--- config.mk ---
export PLATFORM = sky130hd
export DESIGN_NAME = rh_entry_ctrl
export DESIGN_NICKNAME = d
export VERILOG_FILES = /design/src/rtl/rh_pkg.sv /design/src/rtl/rh_miss_table.sv /design/src/rtl/rh_overlap_guard.sv /design/src/rtl/rh_inv_monitor.sv /design/src/rtl/rh_entry_ctrl.sv
export SDC_FILE = /design/constraint.sdc
export NUM_CORES = 1
export LEC_CHECK = 0
export CELL_PAD_IN_SITES_DETAIL_PLACEMENT = 0
export CELL_PAD_IN_SITES_GLOBAL_PLACEMENT = 1
export CORE_MARGIN = 2
export CORE_UTILIZATION = 45
export DETAILED_ROUTE_END_ITERATION = 8
export PLACE_DENSITY_LB_ADDON = 0.1
export SLEW_MARGIN = 30
export SYNTH_ARGS = -nofsm -noshare
export SYNTH_HDL_FRONTEND = slang
export SYNTH_HIERARCHICAL = 1
export SYNTH_SLANG_ARGS = --single-unit
--- constraint.sdc ---
create_clock -name clk -period 13.6 [get_ports clk]
set_input_delay 3.4 -clock clk [delete_from_list [all_inputs] [get_ports clk]]
set_output_delay 3.4 -clock clk [all_outputs]
set_load 0.03 [all_outputs]
--- src/rtl/rh_pkg.sv ---
package rh_pkg;
  typedef enum logic {
    RH_NORMAL = 1'b0,
    RH_AHEAD  = 1'b1
  } rh_mode_e;

  localparam int RH_FRAC_SHIFT = 4;
endpackage

--- src/rtl/rh_miss_table.sv ---
module rh_miss_table #(
  parameter int ENTRIES = 8,
  parameter int TAG_W   = 6,
  parameter int TIMER_W = 10
) (
  input  logic               clk,
  input  logic               rst_n,
  input  logic               alloc_vld,
  input  logic [TAG_W-1:0]   alloc_tag,
  input  logic               done_vld,
  input  logic [TAG_W-1:0]   done_tag,
  input  logic [TAG_W-1:0]   look_tag,
  output logic               look_hit,
  output logic [TIMER_W-1:0] look_age
);
  localparam logic [TIMER_W-1:0] TMAX = {TIMER_W{1'b1}};

  logic [ENTRIES-1:0] vld_q;
  logic [ENTRIES-1:0] vld_kept;
  logic [ENTRIES-1:0] grant;
  logic [TAG_W-1:0]   tag_q [ENTRIES];
  logic [TIMER_W-1:0] tmr_q [ENTRIES];

  // completion is applied first, then the allocation sees the freed slot
  always_comb begin
    logic found;
    grant = '0;
    found = 1'b0;
    for (int i = 0; i < ENTRIES; i++) begin
      vld_kept[i] = vld_q[i] && !(done_vld && tag_q[i] == done_tag);
    end
    for (int i = 0; i < ENTRIES; i++) begin
      if (alloc_vld && !vld_kept[i] && !found) begin
        grant[i] = 1'b1;
        found    = 1'b1;
      end
    end
  end

  for (genvar g = 0; g < ENTRIES; g++) begin : g_ent
    always_ff @(posedge clk) begin
      if (!rst_n) begin
        vld_q[g] <= 1'b0;
        tag_q[g] <= '0;
        tmr_q[g] <= '0;
      end else if (grant[g]) begin
        vld_q[g] <= 1'b1;
        tag_q[g] <= alloc_tag;
        tmr_q[g] <= '0;
      end else begin
        vld_q[g] <= vld_kept[g];
        if (vld_q[g] && tmr_q[g] != TMAX) tmr_q[g] <= tmr_q[g] + 1'b1;
      end
    end
  end

  always_comb begin
    look_hit = 1'b0;
    look_age = '0;
    for (int i = 0; i < ENTRIES; i++) begin
      if (vld_q[i] && tag_q[i] == look_tag) begin
        look_hit = 1'b1;
        look_age = tmr_q[i];
      end
    end
  end
endmodule

--- src/rtl/rh_overlap_guard.sv ---
module rh_overlap_guard #(
  parameter int CNT_W = 12
) (
  input  logic clk,
  input  logic rst_n,
  input  logic in_ahead,
  input  logic enter,
  input  logic leave,
  input  logic pretire,
  input  logic fetch,
  output logic allow
);
  localparam logic [CNT_W-1:0] CMAX = {CNT_W{1'b1}};

  logic [CNT_W-1:0] pr_q, fe_q, last_q;
  logic [CNT_W-1:0] pr_next;

  always_comb begin
    pr_next = pr_q;
    if (in_ahead && pretire && pr_q != CMAX) pr_next = pr_q + 1'b1;
  end

  always_ff @(posedge clk) begin
    if (!rst_n) begin
      pr_q   <= '0;
      fe_q   <= '0;
      last_q <= '0;
    end else begin
      if (enter) pr_q <= '0;
      else       pr_q <= pr_next;

      if (leave) begin
        last_q <= pr_next;
        fe_q   <= '0;
      end else if (!in_ahead && fetch && fe_q != CMAX) begin
        fe_q <= fe_q + 1'b1;
      end
    end
  end

  assign allow = (fe_q >= last_q);
endmodule

--- src/rtl/rh_inv_monitor.sv ---
module rh_inv_monitor #(
  parameter int CNT_W  = 8,
  parameter int MIN_LD = 4,
  parameter int FRAC_W = 5
) (
  input  logic              clk,
  input  logic              rst_n,
  input  logic              clear,
  input  logic              in_ahead,
  input  logic              load_vld,
  input  logic              load_inv,
  input  logic [FRAC_W-1:0] thresh,
  output logic              bail
);
  import rh_pkg::*;
  localparam int PW = CNT_W + FRAC_W + RH_FRAC_SHIFT;
  localparam logic [CNT_W-1:0] CMAX = {CNT_W{1'b1}};

  logic [CNT_W-1:0] ld_q, inv_q;
  logic [PW-1:0]    lhs, rhs;

  // counting stops at saturation so the ratio stays meaningful
  always_ff @(posedge clk) begin
    if (!rst_n || clear) begin
      ld_q  <= '0;
      inv_q <= '0;
    end else if (in_ahead && load_vld && ld_q != CMAX) begin
      ld_q <= ld_q + 1'b1;
      if (load_inv) inv_q <= inv_q + 1'b1;
    end
  end

  always_comb begin
    lhs = PW'(inv_q) << RH_FRAC_SHIFT;
    rhs = PW'(thresh) * PW'(ld_q);
  end

  assign bail = in_ahead && (ld_q >= CNT_W'(MIN_LD)) && (lhs > rhs);
endmodule

--- src/rtl/rh_entry_ctrl.sv ---
module rh_entry_ctrl #(
  parameter int ENTRIES = 8,
  parameter int TAG_W   = 6,
  parameter int TIMER_W = 10,
  parameter int CNT_W   = 12,
  parameter int LD_W    = 8,
  parameter int MIN_LD  = 4,
  parameter int FRAC_W  = 5
) (
  input  logic               clk,
  input  logic               rst_n,
  input  logic               miss_alloc_vld,
  input  logic [TAG_W-1:0]   miss_alloc_tag,
  input  logic               miss_done_vld,
  input  logic [TAG_W-1:0]   miss_done_tag,
  input  logic               stall_vld,
  input  logic [TAG_W-1:0]   stall_tag,
  input  logic               stall_no_ra,
  input  logic               pretire_vld,
  input  logic               fetch_vld,
  input  logic               load_vld,
  input  logic               load_inv,
  input  logic [TIMER_W-1:0] age_thresh,
  input  logic [FRAC_W-1:0]  inv_thresh,
  output logic               ra_active,
  output logic               ckpt_req,
  output logic               flush_req,
  output logic               restore_req
);
  import rh_pkg::*;

  rh_mode_e           mode_q;
  logic [TAG_W-1:0]   cause_q;
  logic               look_hit, allow, bail;
  logic [TIMER_W-1:0] look_age;
  logic               go, leave, in_ahead;

  assign in_ahead = (mode_q == RH_AHEAD);

  rh_miss_table #(.ENTRIES(ENTRIES), .TAG_W(TAG_W), .TIMER_W(TIMER_W)) u_tbl (
    .clk(clk), .rst_n(rst_n),
    .alloc_vld(miss_alloc_vld), .alloc_tag(miss_alloc_tag),
    .done_vld(miss_done_vld), .done_tag(miss_done_tag),
    .look_tag(stall_tag), .look_hit(look_hit), .look_age(look_age)
  );

  rh_overlap_guard #(.CNT_W(CNT_W)) u_ovl (
    .clk(clk), .rst_n(rst_n), .in_ahead(in_ahead), .enter(go), .leave(leave),
    .pretire(pretire_vld), .fetch(fetch_vld), .allow(allow)
  );

  rh_inv_monitor #(.CNT_W(LD_W), .MIN_LD(MIN_LD), .FRAC_W(FRAC_W)) u_inv (
    .clk(clk), .rst_n(rst_n), .clear(go), .in_ahead(in_ahead),
    .load_vld(load_vld), .load_inv(load_inv), .thresh(inv_thresh), .bail(bail)
  );

  always_comb begin
    go = !in_ahead && stall_vld && !stall_no_ra && look_hit && allow
         && (look_age <= age_thresh)
         && !(miss_done_vld && miss_done_tag == stall_tag);
    leave = in_ahead && ((miss_done_vld && miss_done_tag == cause_q) || bail);
  end

  always_ff @(posedge clk) begin
    if (!rst_n) begin
      mode_q      <= RH_NORMAL;
      cause_q     <= '0;
      ckpt_req    <= 1'b0;
      flush_req   <= 1'b0;
      restore_req <= 1'b0;
    end else begin
      ckpt_req    <= go;
      flush_req   <= leave;
      restore_req <= leave;
      if (go) begin
        mode_q  <= RH_AHEAD;
        cause_q <= stall_tag;
      end else if (leave) begin
        mode_q <= RH_NORMAL;
      end
    end
  end

  assign ra_active = in_ahead;
endmodule

# After elaboration in Yosys (flattened, before gate mapping)
# Memories as Yosys holds them, arrays and structs flattened.
# Index checks and enable logic that the tools add are counted.
[op_classes]
eq_ne = 29
n_lt_le_gt_ge = 4
n_reduce_logical = 97
bitwise = 25
n_addsub = 12
multipliers = 1
n_mux = 122
[ops]
columns = ["cell", "n"]
rows = [
  ["$mux 10", 24],
  ["$eq 6x6->1", 18],
  ["$mux 1", 89],
  ["$add 10x1->10 const B", 8],
  ["$ne 10x10->1 const B", 8],
  ["$logic_and 1x1->1", 64],
  ["$mux 6", 8],
  ["$logic_not 1->1", 27],
  ["$add 12x1->12 const B", 2],
  ["$ne 12x12->1 const B", 2],
  ["$or 1x1->1", 24],
  ["$add 8x1->8 const B", 2],
  ["$gt 12x13->1", 1],
  ["$mul 5x8->13", 1],
  ["$ge 12x12->1", 1],
  ["$mux 12", 1],
  ["$le 10x10->1", 1],
  ["$ge 8x3->1 const B", 1],
  ["$ne 8x8->1 const B", 1],
  ["$reduce_or 2->1", 2],
  ["$logic_or 1x1->1", 2],
  ["$reduce_and 2->1", 1],
  ["$reduce_bool 2->1", 1],
  ["$not 1->1", 1],
]
[totals]
inputBits = 43
regBits = 69
output_inout_bits = 4
memories = 2
word_cells = 309
ram_bits = 128
[memory_table]
columns = ["name", "depth", "width", "rd", "rd_clocked_by_memory_dff", "wr", "line", "text"]
rows = [
  ["u_tbl.tmr_q", 8, 10, 8, 0, 8, "rh_miss_table.sv:22", "logic [TIMER_W-1:0] tmr_q [ENTRIES];"],
  ["u_tbl.tag_q", 8, 6, 8, 0, 8, "rh_miss_table.sv:21", "logic [TAG_W-1:0] tag_q [ENTRIES];"],
]

# Longest topological paths before layout
# An unclocked memory read counts as a cell.
[depth]
word_depth = 34
depth_mapped = 25
mapped_depth_nobuf = 24

# Hierarchy
# The synthesis kept the hierarchy.
[modules_own_cells]
columns = ["module", "cells_per_inst", "area_per_inst_um2", "instances", "seq_area_each_um2"]
rows = [
  ["rh_miss_table", 779, 8139.1, 1, 4003.8],
  ["rh_inv_monitor", 267, 2280.9, 1, 320.3],
  ["rh_overlap_guard", 233, 1975.6, 1, 720.7],
  ["rh_entry_ctrl", 81, 738.2, 1, 180.2],
]

# Least setup slack after synthesis
# Ideal clock, no wire load.
[synth_path]
path_kind = "input-to-reg"
startpoint = "input port inv_thresh[4]"
endpoint = "register u_ovl.fe_q[3]"
setup_time_ps = 74
required_time_ps = 13526
path_stages = 23
n_path_buf = 0
path_slack_ps = 5339
t_arrival_ps = 8186
cell_sequence = "and2_1 -> fa_1 -> fa_1 -> inv_1 -> fa_1 -> inv_1 -> ha_1 -> o21a_1 -> o31a_1 -> o21ai_1 -> nand2b_1 -> xnor2_1 -> ha_1 -> nand4_1 -> a2111oi_4 -> a211oi_1 -> o221a_2 -> a41o_1 -> and2_1 -> inv_1 -> nand2_1 -> a2111o_1 -> o21ai_0"
[synth_via]
elab_chain_cells = 6
[synth_lines]
columns = ["element", "line", "text"]
rows = [
  ["start: declaration", "rh_entry_ctrl.sv:24", "input logic [FRAC_W-1:0] inv_thresh,"],
  ["$mul 5x8->13", "rh_inv_monitor.sv:35", "rhs = PW'(thresh) * PW'(ld_q);"],
  ["$gt 12x13->1", "rh_inv_monitor.sv:38", "assign bail = in_ahead && (ld_q >= CNT_W'(MIN_LD)) && (lhs > rhs);"],
  ["$logic_and 1x1->1", "rh_inv_monitor.sv:38", ""],
  ["net bail", "rh_entry_ctrl.sv:34", "logic look_hit, allow, bail;"],
  ["$logic_or 1x1->1", "rh_entry_ctrl.sv:61", "leave = in_ahead && ((miss_done_vld && miss_done_tag == cause_q) || bail);"],
  ["$logic_and 1x1->1", "rh_entry_ctrl.sv:61", ""],
  ["net leave", "rh_entry_ctrl.sv:36", "logic go, leave, in_ahead;"],
  ["$reduce_or 2->1 (no line)", "-", ""],
  ["end signal: assignment", "rh_overlap_guard.sv:36", "fe_q <= fe_q + 1'b1;"],
  ["end: declaration", "rh_overlap_guard.sv:15", "logic [CNT_W-1:0] pr_q, fe_q, last_q;"],
]
# The timed path passes the listed nets, and every way through them passes these cells.
# A chain may end at the register's enable or synchronous reset.

# Final worst setup path
# Same ends and word-level chain as after synthesis.

==> results.toml <==
[timing]
slew_viol_final = 0
rsz0062_at_grt = "no"
setup_viol = 0
setup_ws_ps = 4450
clock_skew_ps = 12.31
tns_ps = 0
period_needed_ps = 9150
tightest_slew_ps = 917.5
max_clock_freq_ghz = 0.1093
fin_hold_ws_ps = 486.8
finalCritPeriodShare_pct = 67.28
relSlewSlack_pct = 38.64
hold_viol = 0

[floorplanning]
die-area_mm2 = 0.03057
start_util_pct = 45.76
die_y_um = 174.8
pin_count = 47
core_area_mm2 = 0.02870
die_w_um = 174.8
rows = 62

[global_route]
grt.total_usage_pct = 21.37
grt_start_max_net_pins = 48
grt-ovfl-total = 0
grt_pass1_vias = 9686
grt_pass1_wl_um = 51340
antenna_found_initial = 0

[pwr]
p_comb_share_pct = 8.3
switchingPower_mw = 0.3361
pwr-share-clk_pct = 38.8
power_frac_seq_pct = 52.9
power_mw = 1.279
p_int_mw = 0.9424
ir_worst_vdd_mv = 0.08188
p_sw_share_pct = 26.29
power.leakage_nw = 5.179
power.density_mw_per_mm2 = 89.01

[clocking]
postCtsSetupRepairBufs = 0
insertion_delay_ps = 450
clkTransAtPathRegs_ps = 70
clock-sinks = 197
cts_made_buffers = 17
htreeDepth = 4
cts_resized = 0
cts_tree = "built"
cts_hold_buf = 0
clock_path_buffers = 2
cts_root_buffer = "clkbuf_16"

[synth]
synth.avg_cell_area_um2 = 9.657
synth_commonest_cells = "nor2_1, edfxtp_1, xnor2_1, nand2_1, inv_1"
yosysWarnings = 6
yosysSeqAreaShare_pct = 39.78
synthFlopType = "edfxtp_1"
synth_fp_nets = 1485
yosysUniqueCellTypes = 92
synth_most_common_cell = "nor2_1"
synth.area.top_cells = "edfxtp_1, dfxtp_1, xnor2_1, ha_1, xor2_1"
synth_edf_count = 128
async_flop_share_pct = 0
synth_top_area_share_pct = 29.27
synth-seq-cells = 197
synth_largest_area_cell = "edfxtp_1"
syn_inst = 1360
synth_area_mm2 = 0.01313

[worst_setup_path]
reg2reg_depth = 22
path_max_fanout = 24
required_ps = 13980
slowest_delay_ps = 540
reg2reg_slack_ps = 7300
path_class = "in -> reg"
arrival_ps = 9530
crit_path_start_kind = "input port"
timing.rr.start = "u_inv/ld_q[0]"
slowest_stage = "fa_1"
crit_chain = "clkdlybuf4s50_1 -> and2_1 -> fa_1 -> fa_1 -> inv_1 -> fa_1 -> inv_1 -> ha_1 -> o21a_1 -> o31a_1 -> o21ai_1 -> a211oi_1 -> xnor2_1 -> ha_1 -> a21o_1 -> a21oi_1 -> nand2b_1 -> o221a_2 -> a41o_1 -> and2_1 -> inv_1 -> nand2_1 -> a2111o_1 -> o21ai_0"
endpoint_kind = "flip-flop"
timing.rr.end = "u_ovl/fe_q[3]"

[outcome]
status = "finished, final reports clean"

[final_layout]
fin_nets = 1505
layout-drive-gt1-share_pct = 5.958
layout.area.seq_mm2 = 0.005225
multiInputGateArea_mm2 = 0.007288
fill_cells = 2718
area_growth_pct = 9.365
antenna_cells = 0

[job]
cap_violations = 0

[placed_design]
post-dp-hpwl_um = 23710
io_buffers = 46
dp_slack_ps = 3934
gp_congestion = 0.7978

[detailed_routing]
via_per_inst = 5.560
via_count = 9880
drcViolationCount = 0
dr.first_iter.drc_count = 537
drtPass1Iterations = 5
wire_per_inst_um = 17.94
antenna_left = 0
routed_wl_um = 31880

[worst_hold_path]
holdPathEnd = "u_ovl/last_q[9]"
hp-class = "reg -> reg"
hold_depth = 2
min_from = "u_ovl/last_q[9]"
-- final cells by class --
class	instances	share of cell area [%]
Tap cell	384	3.345
Inverter	78	2.038
Timing Repair Buffer	53	3.537
Multi-Input combinational cell	1033	50.74
Clock inverter	15	1.002
Sequential cell	197	36.38
Clock buffer	17	2.962
-- stage by stage --
| step | std cells | util, % | area (um2) |
|---|---|---|---|
| after CTS | 1777 | 50.04 | 14360 |
| after detailed placement | 1745 | 48.06 | 13790 |
| after global routing | 1777 | 50.04 | 14360 |
| final | 1777 | 50.04 | 14360 |
| after global placement | 1745 | 48.06 | 13790 |
| after floorplan | 1360 | - | 13130 |
-- cells in the final DEF (no fill, tap or decap), types with 6 or more instances in the layout --
| cell | Yosys | final |
|---|---|---|
| ha_1 | 64 | 64 |
| dfxtp_1 | 69 | 69 |
| o31a_1 | 6 | 6 |
| inv_1 | 78 | 78 |
| o21ai_0 | 32 | 32 |
| xnor2_1 | 118 | 118 |
| edfxtp_1 | 128 | 128 |
| a221o_1 | 17 | 17 |
| nand4_1 | 38 | 38 |
| clkbuf_16 | 0 | 17 |
| nor2_1 | 149 | 149 |
| nand3_1 | 66 | 66 |
| a31oi_1 | 9 | 9 |
| clkdlybuf4s50_1 | 0 | 45 |
| and4_1 | 6 | 6 |
| and3_1 | 23 | 23 |
| inv_6 | 0 | 6 |
| a22o_1 | 8 | 8 |
| nand2_1 | 102 | 102 |
| xor2_1 | 71 | 71 |
| buf_4 | 11 | 7 |
| nand2b_1 | 7 | 7 |
| nor3_1 | 35 | 35 |
| a32o_1 | 6 | 6 |
| and2_1 | 35 | 35 |
| o221ai_1 | 8 | 8 |
| o21a_1 | 10 | 10 |
| a211oi_1 | 10 | 10 |
| o21ai_1 | 6 | 6 |
| or3_1 | 18 | 18 |
| a21oi_1 | 51 | 51 |
| a21o_1 | 10 | 10 |
| fa_1 | 18 | 18 |
| nor4_1 | 12 | 12 |
-- worst max path at each step --
stage	startpoint	end	slack (ps)	cells after the start
finish	inv_thresh[4]	u_ovl/fe_q[3]	4450	24
global placement	inv_thresh[4]	u_ovl/fe_q[3]	3990	24
global route	inv_thresh[4]	u_ovl/fe_q[3]	3950	24
CTS	inv_thresh[4]	u_ovl/fe_q[3]	4420	24
floorplan	inv_thresh[4]	u_ovl/fe_q[3]	5340	23
detailed placement	inv_thresh[4]	u_ovl/fe_q[3]	3930	24
-- routing by layer --
metal  part of all wire, %  routed length, um  global-route usage (%)
met5                     0                  0                       0
met4                   1.2                380                   5.451
met3                   3.3               1059                   3.068
met2                    47              15000                   34.96
met1                    48              15440                   29.81
-- power by group through the flow --
| stage | combinational (mW) | sequential [mW] | clock (mW) |
|---|---|---|---|
| floorplan | 0.0727 | 0.684 | 0 |
| global placement | 0.106 | 0.689 | 0 |
| global route | 0.117 | 0.679 | 0.531 |
| CTS | 0.107 | 0.676 | 0.508 |
| detailed placement | 0.107 | 0.690 | 0 |
| finish | 0.106 | 0.676 | 0.496 |
-- registers in the layout, summed over array words and instances, names as in the netlist, 6 cells and up --
signal        count
u_tbl/tag_q      48
u_inv/ld_q        8
u_ovl/fe_q       12
u_ovl/pr_q       12
cause_q           6
u_tbl/vld_q       8
u_ovl/last_q     12
u_tbl/tmr_q      80
u_inv/inv_q       8
-- kinds of logic (layout without fill, tap and decap cells) --
| family | count (synthesis) | after routing | synth area share, % |
|---|---|---|---|
| buffers and inverters | 130 | 163 | 4.792 |
| AO/OA/AOI/OAI | 224 | 224 | 12.95 |
| flip-flops | 197 | 197 | 39.78 |
| adder cells (fa/ha/maj) | 82 | 82 | 8.841 |
| XOR/XNOR | 189 | 189 | 12.60 |
| multiplexers | 5 | 5 | 0.3811 |
| AND/OR/NAND/NOR | 533 | 533 | 20.65 |
-- critical path: cells and delay by family --
kind	cells	cell delay [ps]
adder cells (fa/ha/maj)	5	2150
AO/OA/AOI/OAI	10	1980
AND/OR/NAND/NOR	4	940
buffers and inverters	4	870
XOR/XNOR	1	150
Note: power is estimated with default switching activity, not from simulation.
